$ cat src/rtl/i2c_mem_pkg.sv
package i2c_mem_pkg;
   localparam logic [3:0] DEV_TYPE = 4'b1010;

   typedef enum logic [2:0] {
      ST_IDLE,
      ST_RX,
      ST_RX_END,
      ST_ACK,
      ST_TX,
      ST_TX_ACK
   } tgt_state_t;

   typedef enum logic [1:0] {
      FLD_DEV,
      FLD_AHI,
      FLD_ALO,
      FLD_DATA
   } rx_field_t;
endpackage

$ cat src/rtl/i2c_bus_front.sv
module i2c_bus_front #(
   parameter int SYNC_STAGES = 2
) (
   input  logic clk,
   input  logic rst_n,
   input  logic scl_i,
   input  logic sda_i,
   output logic sda_s,
   output logic scl_rise,
   output logic scl_fall,
   output logic start_det,
   output logic stop_det
);
   if (SYNC_STAGES < 2) begin : g_bad_sync
      $error("SYNC_STAGES must be at least 2");
   end

   logic [1:0] raw;
   logic [1:0] line_s;
   logic       scl_s, scl_q, sda_q;

   assign raw = {scl_i, sda_i};

   for (genvar g = 0; g < 2; g++) begin : g_line
      logic [SYNC_STAGES-1:0] chain;
      always_ff @(posedge clk or negedge rst_n) begin
         if (!rst_n) chain <= '1;
         else        chain <= {chain[SYNC_STAGES-2:0], raw[g]};
      end
      assign line_s[g] = chain[SYNC_STAGES-1];
   end

   assign scl_s = line_s[1];
   assign sda_s = line_s[0];

   always_ff @(posedge clk or negedge rst_n) begin
      if (!rst_n) begin
         scl_q <= 1'b1;
         sda_q <= 1'b1;
      end else begin
         scl_q <= scl_s;
         sda_q <= sda_s;
      end
   end

   assign scl_rise  = scl_s & ~scl_q;
   assign scl_fall  = ~scl_s & scl_q;
   assign start_det = scl_s & scl_q & sda_q & ~sda_s;
   assign stop_det  = scl_s & scl_q & ~sda_q & sda_s;
endmodule

$ cat src/rtl/i2c_addr_latch.sv
module i2c_addr_latch #(
   parameter int AW = 17
) (
   input  logic          clk,
   input  logic          rst_n,
   input  logic          load,
   input  logic [AW-1:0] load_val,
   input  logic          inc,
   output logic [AW-1:0] cur
);
   always_ff @(posedge clk or negedge rst_n) begin
      if (!rst_n)    cur <= '0;
      else if (load) cur <= load_val;
      else if (inc)  cur <= cur + AW'(1);
   end
endmodule

$ cat src/rtl/i2c_tgt_ctrl.sv
module i2c_tgt_ctrl
   import i2c_mem_pkg::*;
#(
   parameter int AW = 17
) (
   input  logic          clk,
   input  logic          rst_n,
   input  logic          sda_s,
   input  logic          scl_rise,
   input  logic          scl_fall,
   input  logic          start_det,
   input  logic          stop_det,
   input  logic [1:0]    cs_strap,
   input  logic          wp,
   input  logic [7:0]    mem_rdata,
   output logic          sda_oe,
   output logic          mem_we,
   output logic [7:0]    mem_wdata,
   output logic          mem_re,
   output logic          addr_load,
   output logic [AW-1:0] addr_load_val,
   output logic          addr_inc
);
   tgt_state_t state;
   rx_field_t  field;
   logic [2:0] cnt;
   logic [6:0] rx_sh;
   logic [7:0] tx_sh;
   logic [7:0] ahi_r;
   logic       ack_r, rd_mode, rd_pend, a16_r;

   logic [7:0] rx_byte;
   logic       last_rx, dev_ok, dev_rd, tx_inc, peer_ack;

   assign rx_byte  = {rx_sh, sda_s};
   assign last_rx  = (state == ST_RX) && scl_rise && (cnt == 3'd7);
   assign dev_ok   = (rx_byte[7:4] == DEV_TYPE) && (rx_byte[3:2] == cs_strap);
   assign dev_rd   = last_rx && (field == FLD_DEV) && dev_ok && rx_byte[0];
   assign tx_inc   = (state == ST_TX) && scl_rise && (cnt == 3'd7);
   assign peer_ack = (state == ST_TX_ACK) && scl_rise && !sda_s;

   assign mem_we        = last_rx && (field == FLD_DATA) && !wp;
   assign mem_wdata     = rx_byte;
   assign mem_re        = dev_rd | peer_ack;
   assign addr_load     = last_rx && (field == FLD_ALO);
   assign addr_load_val = AW'({a16_r, ahi_r, rx_byte});
   assign addr_inc      = mem_we | tx_inc;

   assign sda_oe = (state == ST_ACK) || ((state == ST_TX) && !tx_sh[7]);

   always_ff @(posedge clk or negedge rst_n) begin
      if (!rst_n) begin
         state   <= ST_IDLE;
         field   <= FLD_DEV;
         cnt     <= '0;
         rx_sh   <= '0;
         tx_sh   <= 8'hFF;
         ahi_r   <= '0;
         ack_r   <= 1'b0;
         rd_mode <= 1'b0;
         rd_pend <= 1'b0;
         a16_r   <= 1'b0;
      end else begin
         rd_pend <= mem_re;
         if (rd_pend) tx_sh <= mem_rdata;
         if (start_det) begin
            state <= ST_RX;
            field <= FLD_DEV;
            cnt   <= '0;
         end else if (stop_det) begin
            state <= ST_IDLE;
         end else begin
            case (state)
               ST_RX: if (scl_rise) begin
                  rx_sh <= rx_byte[6:0];
                  cnt   <= cnt + 3'd1;
                  if (cnt == 3'd7) begin
                     state <= ST_RX_END;
                     case (field)
                        FLD_DEV: begin
                           ack_r   <= dev_ok;
                           rd_mode <= rx_byte[0];
                           a16_r   <= rx_byte[1];
                        end
                        FLD_AHI: begin
                           ack_r <= 1'b1;
                           ahi_r <= rx_byte;
                        end
                        FLD_ALO:  ack_r <= 1'b1;
                        FLD_DATA: ack_r <= !wp;
                        default:  ack_r <= 1'b0;
                     endcase
                  end
               end
               ST_RX_END: if (scl_fall) state <= ack_r ? ST_ACK : ST_IDLE;
               ST_ACK: if (scl_fall) begin
                  cnt <= '0;
                  if (rd_mode) begin
                     state <= ST_TX;
                  end else begin
                     state <= ST_RX;
                     field <= (field == FLD_DEV) ? FLD_AHI :
                              (field == FLD_AHI) ? FLD_ALO : FLD_DATA;
                  end
               end
               ST_TX: if (scl_fall) begin
                  if (cnt == 3'd7) begin
                     state <= ST_TX_ACK;
                     cnt   <= '0;
                  end else begin
                     tx_sh <= {tx_sh[6:0], 1'b1};
                     cnt   <= cnt + 3'd1;
                  end
               end
               ST_TX_ACK: begin
                  if (scl_rise && sda_s) state <= ST_IDLE;
                  else if (scl_fall)     state <= ST_TX;
               end
               default: state <= ST_IDLE;
            endcase
         end
      end
   end
endmodule

$ cat src/rtl/i2c_mem_target.sv
module i2c_mem_target
   import i2c_mem_pkg::*;
#(
   parameter int ADDR_W      = 17,
   parameter int SYNC_STAGES = 2
) (
   input  logic              clk,
   input  logic              rst_n,
   input  logic              scl_i,
   input  logic              sda_i,
   output logic              sda_oe,
   input  logic [1:0]        cs_strap,
   input  logic              wp,
   output logic [ADDR_W-1:0] mem_addr,
   output logic              mem_we,
   output logic [7:0]        mem_wdata,
   output logic              mem_re,
   input  logic [7:0]        mem_rdata
);
   if (ADDR_W != 17) begin : g_bad_aw
      $error("ADDR_W must be 17: page bit plus two address bytes");
   end

   logic              sda_s, scl_rise, scl_fall, start_det, stop_det;
   logic              addr_load, addr_inc;
   logic [ADDR_W-1:0] addr_load_val;

   i2c_bus_front #(.SYNC_STAGES(SYNC_STAGES)) u_front (
      .clk       (clk),
      .rst_n     (rst_n),
      .scl_i     (scl_i),
      .sda_i     (sda_i),
      .sda_s     (sda_s),
      .scl_rise  (scl_rise),
      .scl_fall  (scl_fall),
      .start_det (start_det),
      .stop_det  (stop_det)
   );

   i2c_tgt_ctrl #(.AW(ADDR_W)) u_ctrl (
      .clk           (clk),
      .rst_n         (rst_n),
      .sda_s         (sda_s),
      .scl_rise      (scl_rise),
      .scl_fall      (scl_fall),
      .start_det     (start_det),
      .stop_det      (stop_det),
      .cs_strap      (cs_strap),
      .wp            (wp),
      .mem_rdata     (mem_rdata),
      .sda_oe        (sda_oe),
      .mem_we        (mem_we),
      .mem_wdata     (mem_wdata),
      .mem_re        (mem_re),
      .addr_load     (addr_load),
      .addr_load_val (addr_load_val),
      .addr_inc      (addr_inc)
   );

   i2c_addr_latch #(.AW(ADDR_W)) u_latch (
      .clk      (clk),
      .rst_n    (rst_n),
      .load     (addr_load),
      .load_val (addr_load_val),
      .inc      (addr_inc),
      .cur      (mem_addr)
   );
endmodule

$ cat config.mk
export PLATFORM = sky130hd
export DESIGN_NAME = i2c_mem_target
export DESIGN_NICKNAME = d
export VERILOG_FILES = /design/src/rtl/i2c_mem_pkg.sv /design/src/rtl/i2c_bus_front.sv /design/src/rtl/i2c_addr_latch.sv /design/src/rtl/i2c_tgt_ctrl.sv /design/src/rtl/i2c_mem_target.sv
export SDC_FILE = /design/constraint.sdc
export NUM_CORES = 1
export LEC_CHECK = 0
export BUFFER_PORTS_ARGS = -buffer_cell sky130_fd_sc_hd__buf_2
export CAP_MARGIN = 20
export CORE_ASPECT_RATIO = 1.4
export CORE_MARGIN = 5
export CORE_UTILIZATION = 35
export CTS_CLUSTER_SIZE = 12
export DETAILED_ROUTE_END_ITERATION = 8
export PLACE_DENSITY = 0.61
export SETUP_SLACK_MARGIN = 0.05
export SKIP_LAST_GASP = 1
export SLEW_MARGIN = 20
export SYNTH_ARGS = -nofsm -noshare
export SYNTH_HDL_FRONTEND = slang
export SYNTH_HIERARCHICAL = 1
export SYNTH_SLANG_ARGS = --single-unit
$ cat constraint.sdc
create_clock -name clk -period 7.25 [get_ports clk]
set_clock_uncertainty 0.05 [all_clocks]
set_input_delay 0.725 -clock clk [delete_from_list [all_inputs] [get_ports clk]]
set_output_delay 0.725 -clock clk [all_outputs]
set_load 0.01 [all_outputs]
==> results of run 1 <==
-- cell families (layout without fill, tap and decap cells) --
family,Yosys count,in the layout,synth area share (%)
compound gates,48,48,9.594
fa+ha+maj,10,10,4.065
mux,27,27,9.553
flops,58,58,47.72
xor+xnor,12,12,3.415
simple gates,105,105,19.84
buf+inv,32,67,5.813
-- layout make-up --
type | instances | area, µm² | area share, %
sequential | 58 | 1469 | 41.19
multi-input combinational | 202 | 1430 | 40.11
clock buffer | 11 | 232.7 | 6.526
timing repair buffer | 43 | 217.7 | 6.105
tap | 105 | 131.4 | 3.684
clock inverter | 5 | 55.05 | 1.544
inverter | 8 | 30.03 | 0.8421
-- state kept, by name (all words and copies together) (netlist names) --
name / flops
u_ctrl/field: 2
u_ctrl/a16_r: 1
u_front/sda_q: 1
u_ctrl/tx_sh: 8
u_ctrl/rd_pend: 1
u_latch/cur: 17
u_front/g_line.chain: 4
u_ctrl/cnt: 3
u_ctrl/state: 3
u_front/scl_q: 1
u_ctrl/ack_r: 1
u_ctrl/rx_sh: 7
u_ctrl/ahi_r: 8
u_ctrl/rd_mode: 1
-- layer usage --
metal	wire (µm)	vias to the layer above	track usage (%)
met5	0	-	0
met4	207	0	7.356
met3	347	17	4.416
met2	3227	60	20.53
met1	2731	1123	14.75
li1	-	1094	-
-- per-stage QoR --
step           util (%)  worst slack, ns  area, µm²  instances
2_1_floorplan         -            4.726       3078        292
3_5_place_dp      38.08            4.330       3278        416
3_3_place_gp      38.08            4.442       3278        416
4_1_cts           41.42            4.312       3566        432
5_1_grt           41.42            4.000       3566        432
6_report          41.42            4.306       3566        432
-- cell usage in the layout, fill, tap and decap left out, types with 2 or more instances in the layout --
cell type   synthesis  layout
o31ai_1             2       2
o22ai_1             3       3
nor2b_1             4       4
o21ai_0            10      10
and3_1              4       4
and4b_1             3       3
nor3_1              4       4
nand2_1            31      31
buf_2               5      42
nor4b_1             2       2
clkbuf_16           0       9
nand4_1             5       5
a31oi_1             7       7
nand3_1             6       6
xor2_1             10      10
inv_1               7       7
clkinv_2            0       2
clkbuf_1            4       2
a211o_1             2       2
nand2b_1            7       7
xnor2_1             2       2
a21oi_1             3       3
nand4bb_1           3       3
clkinvlp_4          0       2
dfstp_2            14      14
o21ai_1            13      13
nor2_2              2       2
or3_1               6       6
ha_1               10      10
nor2_1             14      14
mux2_2             19      19
mux2i_1             8       8
and4_1              5       5
dfrtp_1            44      44
-- power groups by stage --
stage	registers [mW]	logic [mW]	clock network [mW]
floorplan	0.345	0.0176	0
global placement	0.348	0.0281	0
detailed placement	0.349	0.0282	0
CTS	0.344	0.0283	0.416
global route	0.344	0.0313	0.433
finish	0.343	0.0274	0.410
-- worst max-delay path, stage by stage, from the launching register on --
cell	delay [ns]
dfstp_2	0.55
nor2b_1	0.26
nand2_1	0.15
nor3_1	0.23
nand2_1	0.12
o22ai_1	0.42
and4_1	0.44
nand4_2	0.17
or3_1	0.33
a31oi_1	0.16
-- worst paths after layout --
| check | start | to | slack, ns |
|---|---|---|---|
| worst max-delay path | u_front/g_line[1].chain[1] | u_latch/cur[13] | 4.31 |
| min in group asynchronous | rst_n | u_latch/cur[6] | 0.48 |
| worst max register to register | u_front/g_line[1].chain[1] | u_latch/cur[13] | 4.31 |
| worst min-delay path | u_front/g_line[0].chain[0] | u_front/g_line[0].chain[1] | 0.30 |
| worst min register to register | u_front/g_line[0].chain[0] | u_front/g_line[0].chain[1] | 0.30 |
| max in group asynchronous | rst_n | u_latch/cur[1] | 6.16 |
-- cells in the mapped netlist, drive strengths merged (4+ instances only) --
| library cell | number | area [µm²] |
|---|---|---|
| clkbuf | 4 | 15.01 |
| nor2b | 4 | 25.02 |
| nand4 | 6 | 43.79 |
| inv | 7 | 26.28 |
| nor3 | 4 | 20.02 |
| dfrtp | 44 | 1101 |
| nand3 | 8 | 57.56 |
| buf | 20 | 133.9 |
| nand2b | 7 | 43.79 |
| a31oi | 7 | 43.79 |
| dfstp | 14 | 367.9 |
| o21ai | 23 | 115.1 |
| or3 | 6 | 37.54 |
| and4 | 5 | 43.79 |
| mux2i | 8 | 80.08 |
| nand2 | 31 | 116.4 |
| nor2 | 16 | 65.06 |
| mux2 | 19 | 214.0 |
| ha | 10 | 125.1 |
| xor2 | 10 | 87.58 |
| and3 | 4 | 25.02 |
==> impl_metrics.json, run 1 <==
{
  "status": "complete, no violations",
  "clockPowerShare_pct": 52.5,
  "die_area_um2": 10800,
  "dr.pass1.iters": 4,
  "clk_pin_slew_ns": 0.06,
  "cts_buffers": 9,
  "reg2reg_depth": 9,
  "synth-seq-cells": 58,
  "route.detailed.drc": 0,
  "irDropWorstVdd_uv": 113.4,
  "cts_htree_levels": 3,
  "yosysWarnings": 6,
  "initial_core_util_pct": 35.76,
  "drt-total-wl_mm": 6.513,
  "seq_area_frac_synth_pct": 47.72,
  "antenna_found_initial": 0,
  "ys_async_sr_fraction_pct": 100.0,
  "swShare_pct": 21.71,
  "cts-resized-gates": 0,
  "port_buffers": 42,
  "internal-power_mw": 0.6112,
  "total_power_mw": 0.7807,
  "comb_power_share_pct": 3.5,
  "power.share.sequential_pct": 44.0,
  "syn-num-nets": 317,
  "critPathArrivalTime_ns": 3.15,
  "rsz0062_at_grt": "false",
  "slew_headroom_pct": 43.39,
  "syn_inst": 292,
  "clockBufferDepth": 2,
  "n_antenna_cell": 0,
  "end_kind": "flop",
  "fill_cells": 857,
  "syn_area_um2": 3078,
  "fin_nets": 347,
  "globalRouteTotalUtil_pct": 12.90,
  "cts-root-buf": "clkbuf_16",
  "max_freq_mhz": 339.7,
  "worst_ep_required_time_ns": 7.45,
  "postCtsSetupRepairBufs": 0,
  "cts_sinks": 58,
  "gp_congestion": 0.8478,
  "holdPathStages": 0,
  "powerDensity_nw_per_um2": 218.9,
  "worst_pin_slew_ns": 0.8491,
  "drtIter0Drc": 130,
  "p_sw_mw": 0.1695,
  "dpl.hpwl_mm": 4.650,
  "whs_ns": 0.3028,
  "grt_overflow_total": 0,
  "path_class": "flop to flop",
  "synth_edf_count": 0,
  "setup_violations": 0,
  "die_x_um": 89.26,
  "synth.avg_cell_area_um2": 10.54,
  "fin_tns_setup_ns": 0,
  "slew_violations": 0,
  "drive_above_1_share_pct": 29.36,
  "cap_violations": 0,
  "grt_pass1_wl_mm": 10.67,
  "min_period_ns": 2.944,
  "min_path_type": "flop to flop",
  "num_io_pins": 43,
  "grt_pass1_vias": 2264,
  "cts_tree": "done",
  "critPathMaxFanout": 6,
  "via_per_inst": 5.310,
  "period_share_pct": 40.60,
  "areaGrowthSynthToFinish_pct": 15.85,
  "finalHoldViolations": 0,
  "die_h_um": 121.0,
  "holdBufCountCts": 0,
  "clkLatencyLatePin_ns": 0.33,
  "antenna_left": 0,
  "cp-start-kind": "flop",
  "synth.distinct_cells": 51,
  "power_leakage_nw": 1.454,
  "rows": 40,
  "grt_max_degree": 59,
  "num_vias": 2294,
  "detail_route.wl_per_cell_um": 15.08,
  "core_area_um2": 8608,
  "ys.flop_type": "dfrtp_1"
}
(Power assumes the default switching activity.)
==> inputs of run 2 (changes only) <==
Clock period 7.25 ns to 2.8 ns, I/O delays scaled along.
==> impl_metrics.json, run 2 (synthesized netlist as in run 1, its figures left out) <==
{
  "status": "complete, no violations",
  "post-place-cells": 422,
  "detail_route.wl_per_cell_um": 15.40,
  "num_vias": 2297,
  "die_x_um": 89.26,
  "cp_num_buf_inv": 0,
  "crit_chain": "nor2b_2 > nand2_1 > nor3_2 > nand2_1 > o22ai_1 > and4_2 > nand4_2 > or3_1 > a31oi_1",
  "fin_tns_setup_ns": 0,
  "path_class": "flop to flop",
  "grt_overflow_total": 0,
  "antenna_left": 0,
  "cp_num_cells": 9,
  "crit_top_cell": "nand2_1",
  "globalRouteTotalUtil_pct": 13.39,
  "dpl.hpwl_mm": 4.859,
  "min_period_ns": 2.550,
  "finalHoldViolations": 0,
  "total_power_mw": 2.066,
  "cp_top_family": "simple AND/OR/NAND/NOR gates",
  "min_path_type": "input pin to async pin",
  "cts-root-buf": "clkbuf_16",
  "layout_commonest_cell": "dfrtp_1",
  "route.detailed.drc": 0,
  "whs_ns": 0.04210,
  "drtIter0Drc": 174,
  "critPathArrivalTime_ns": 2.74,
  "end_kind": "flop",
  "powerDensity_nw_per_um2": 564.7,
  "setup_slack_ns": 0.2498,
  "grt_pass1_vias": 2263,
  "num_io_pins": 43,
  "die_area_um2": 10800,
  "core_area_um2": 8608,
  "reg2reg_depth": 9,
  "cp-start-kind": "flop",
  "clockBufferDepth": 2,
  "max_freq_mhz": 392.1,
  "largest_reg_flops": 17,
  "rows": 40,
  "power_leakage_nw": 1.510,
  "drive_above_1_share_pct": 31.64,
  "critPathMaxFanout": 5,
  "cts_htree_levels": 3,
  "worst_pin_slew_ns": 0.7248,
  "final_cell_mix": "dfrtp_1, buf_2, nand2_1",
  "setup_violations": 0,
  "period_share_pct": 91.08,
  "regMostFlops": "u_latch/cur",
  "port_buffers": 42,
  "finalNonFillerCells": 440,
  "gp_congestion": 0.8739,
  "final_core_util_pct": 42.50,
  "antenna_found_initial": 0,
  "n_antenna_cell": 0,
  "reg_top3": "u_latch/cur: 17 flops, u_ctrl/ahi_r: 8 flops, u_ctrl/tx_sh: 8 flops",
  "cts_tree": "done",
  "clkLatencyLatePin_ns": 0.32,
  "cts_sinks": 58,
  "worst_ep_required_time_ns": 2.99,
  "irDropWorstVdd_uv": 349.7,
  "slowest_stage": "dfstp_2",
  "grt_pass1_wl_mm": 11.30,
  "slew_violations": 0,
  "cts_buffers": 9,
  "dr.pass1.iters": 4,
  "stdcell_area_um2": 3659,
  "via_per_inst": 5.220,
  "fin_nets": 355,
  "initial_core_util_pct": 35.76,
  "grt_max_degree": 59,
  "areaGrowthSynthToFinish_pct": 18.86,
  "cpPeakStageDelay_ns": 0.55,
  "place_area_um2": 3323,
  "die_h_um": 121.0,
  "clk_pin_slew_ns": 0.05,
  "cap_violations": 0,
  "post-place-ws_ns": 0.1331,
  "rsz0062_at_grt": "false",
  "slew_headroom_pct": 51.68,
  "drt-total-wl_mm": 6.774
}
## run 2: worst paths after layout
path                                                 start                          to  slack (ns)
worst max-delay path            u_front/g_line[1].chain[1]             u_latch/cur[13]        0.25
worst min-delay path                                 rst_n             u_ctrl/rx_sh[4]        0.04
worst max register to register  u_front/g_line[1].chain[1]             u_latch/cur[13]        0.25
worst min register to register  u_front/g_line[0].chain[0]  u_front/g_line[0].chain[1]        0.30
max in group asynchronous                            rst_n               u_ctrl/cnt[0]        2.16
min in group clk                              mem_rdata[0]             u_ctrl/tx_sh[0]        0.14
## run 2: per-layer routing
metal  track usage, %  share of wire, %
met1            17.25                44
met5                0                 0
met4            6.331               2.0
met3            3.601               4.7
met2            20.53                49
## run 2: where the power goes
| part | switching (mW) | internal, mW | total (mW) |
|---|---|---|---|
| clock | 0.368 | 0.734 | 1.10 |
| combinational | 0.0423 | 0.0332 | 0.0755 |
| sequential | 0.0211 | 0.867 | 0.888 |
| total | 0.431 | 1.63 | 2.07 |
## run 2: final cells by class
type	instances	area, µm²
Clock buffer	12	256.5
Clock inverter	4	50.05
Fill cell	859	4950
Inverter	8	30.03
Multi-Input combinational cell	202	1439
Sequential cell	58	1469
Tap cell	105	131.4
Timing Repair Buffer	51	282.8
## run 2: repair_timing
action                                  4_1_cts  5_1_grt
gates resized for setup                       0        3
buffers inserted                              0        0
endpoints found under the hold margin         2        0
endpoints found under the setup margin        0        8
hold buffers                                  2        0
==> inputs of run 3 (changes only) <==
Settings changed: CELL_PAD_IN_SITES_DETAIL_PLACEMENT set to 0, CELL_PAD_IN_SITES_GLOBAL_PLACEMENT set to 1, PLACE_DENSITY 0.61 to 0.72.
==> impl_metrics.json, run 3 (synthesized netlist as in run 1, its figures left out) <==
{
  "critPathArrivalTime_ns": 2.70,
  "largest_reg_flops": 17,
  "drt-total-wl_mm": 6.764,
  "power_leakage_nw": 1.540,
  "route.detailed.drc": 0,
  "cts_htree_levels": 3,
  "total_power_mw": 2.191,
  "comb_power_share_pct": 3.5,
  "initial_core_util_pct": 35.76,
  "core_area_um2": 8608,
  "final_cell_mix": "dfrtp_1, buf_2, nand2_1",
  "clk_pin_slew_ns": 0.05,
  "cts_sinks": 58,
  "slowest_stage": "dfstp_2",
  "worst_pin_slew_ns": 0.8577,
  "dpl.hpwl_mm": 5.009,
  "power.share.sequential_pct": 40.5,
  "crit_chain": "nor2b_2 > nand2_1 > nor3_1 > nand2_1 > o22ai_2 > and3_1 > nand3_4 > or3_1 > a31oi_1",
  "drtIter0Drc": 145,
  "end_kind": "flop",
  "via_per_inst": 5.178,
  "setup_violations": 0,
  "globalRouteTotalUtil_pct": 14.01,
  "antenna_left": 0,
  "drive_above_1_share_pct": 32.25,
  "slew_headroom_pct": 42.82,
  "status": "complete, no violations",
  "fin_tns_setup_ns": 0,
  "cp-start-kind": "flop",
  "path_class": "flop to flop",
  "regMostFlops": "u_latch/cur",
  "swShare_pct": 20.09,
  "finalHoldViolations": 0,
  "antenna_found_initial": 0,
  "irDropWorstVdd_uv": 278.2,
  "internal-power_mw": 1.751,
  "rows": 40,
  "clkLatencyLatePin_ns": 0.32,
  "worst_ep_required_time_ns": 2.99,
  "grt_max_degree": 40,
  "clockBufferDepth": 2,
  "min_period_ns": 2.509,
  "max_freq_mhz": 398.6,
  "dr.pass1.iters": 4,
  "areaGrowthSynthToFinish_pct": 20.65,
  "fin_nets": 358,
  "slew_violations": 0,
  "cts_tree": "done",
  "crit_top_cell": "nand2_1",
  "final_core_util_pct": 43.14,
  "layout_commonest_cell": "dfrtp_1",
  "place_area_um2": 3346,
  "cts_buffers": 9,
  "r2r_slack_ns": 0.29,
  "reg_top3": "u_latch/cur: 17 flops, u_ctrl/ahi_r: 8 flops, u_ctrl/tx_sh: 8 flops",
  "grt_pass1_vias": 2284,
  "cts-root-buf": "clkbuf_16",
  "clockPowerShare_pct": 56.0,
  "num_io_pins": 43,
  "num_vias": 2294,
  "stdcell_area_um2": 3714,
  "n_antenna_cell": 0,
  "die_h_um": 121.0,
  "cap_violations": 0,
  "rsz0062_at_grt": "false",
  "p_sw_mw": 0.4403,
  "gp_congestion": 0.8252,
  "die_x_um": 89.26,
  "fill_cells": 853,
  "grt_overflow_total": 0,
  "die_area_um2": 10800,
  "period_share_pct": 89.60,
  "powerDensity_nw_per_um2": 590.0,
  "grt_pass1_wl_mm": 11.61,
  "detail_route.wl_per_cell_um": 15.27,
  "finalNonFillerCells": 443,
  "port_buffers": 42,
  "min_path_type": "input pin to async pin",
  "critPathMaxFanout": 7,
  "post-place-cells": 425,
  "cpPeakStageDelay_ns": 0.55
}
==> run 3: path summary, 6_finish.rpt <==
| check | from | endpoint | cells after the start |
|---|---|---|---|
| setup / recovery | u_front/g_line[1].chain[1] | u_latch/cur[16] | 9 |
| hold / removal | rst_n | u_ctrl/rx_sh[4] | 1 |
| setup reg to reg | u_front/g_line[1].chain[1] | u_latch/cur[16] | 9 |
| hold reg to reg | u_front/g_line[0].chain[0] | u_front/g_line[0].chain[1] | 0 |
| max in group asynchronous | rst_n | u_front/scl_q | 2 |
| min in group clk | mem_rdata[0] | u_ctrl/tx_sh[0] | 2 |
==> run 3: metal layers <==
metal / share of wire, % / global-route usage, %
met1: 45 / 18.21
met2: 49 / 21.68
met3: 4.6 / 3.329
met4: 2.2 / 6.518
met5: 0 / 0
==> run 3: repair_timing <==
action                                 4_1_cts  5_1_grt
resized for setup                            0        2
buffers inserted                             0        0
hold buffers                                 2        0
endpoints found under the hold margin        2        0
setup endpoints to repair                    0        5
==> run 3: final cells by class <==
cell class,count,area [µm²],share of cell area [%]
clock inverters,4,72.57,1.954
clock buffers,12,266.5,7.177
repair buffers,54,305.3,8.221
multi-input cells,202,1439,38.75
inverters,8,30.03,0.8086
flip-flops and latches,58,1469,39.56
well taps,105,131.4,3.538
==> run 3: through the flow <==
stage	setup WS [ns]	hold slack (ns)
CTS	0.1429	0.04352
global placement	0.2987	0.2957
finish	0.2911	0.01301
detailed placement	0.1655	0.2973
global route	0.1163	0.1068
floorplan	0.2764	-0.06559
==> run 3: power groups by stage <==
stage	logic, mW	registers [mW]	clock network [mW]
global route	0.0883	0.891	1.29
global placement	0.0756	0.900	0
detailed placement	0.0772	0.902	0
floorplan	0.0455	0.894	0
finish	0.0771	0.887	1.23
CTS	0.0794	0.888	1.25
==> run 3: worst max-delay path: cells and delay by family, from the launching register on <==
family,cells,cell delay [ns]
compound gates,2,0.39
flops,1,0.55
simple gates,7,1.43
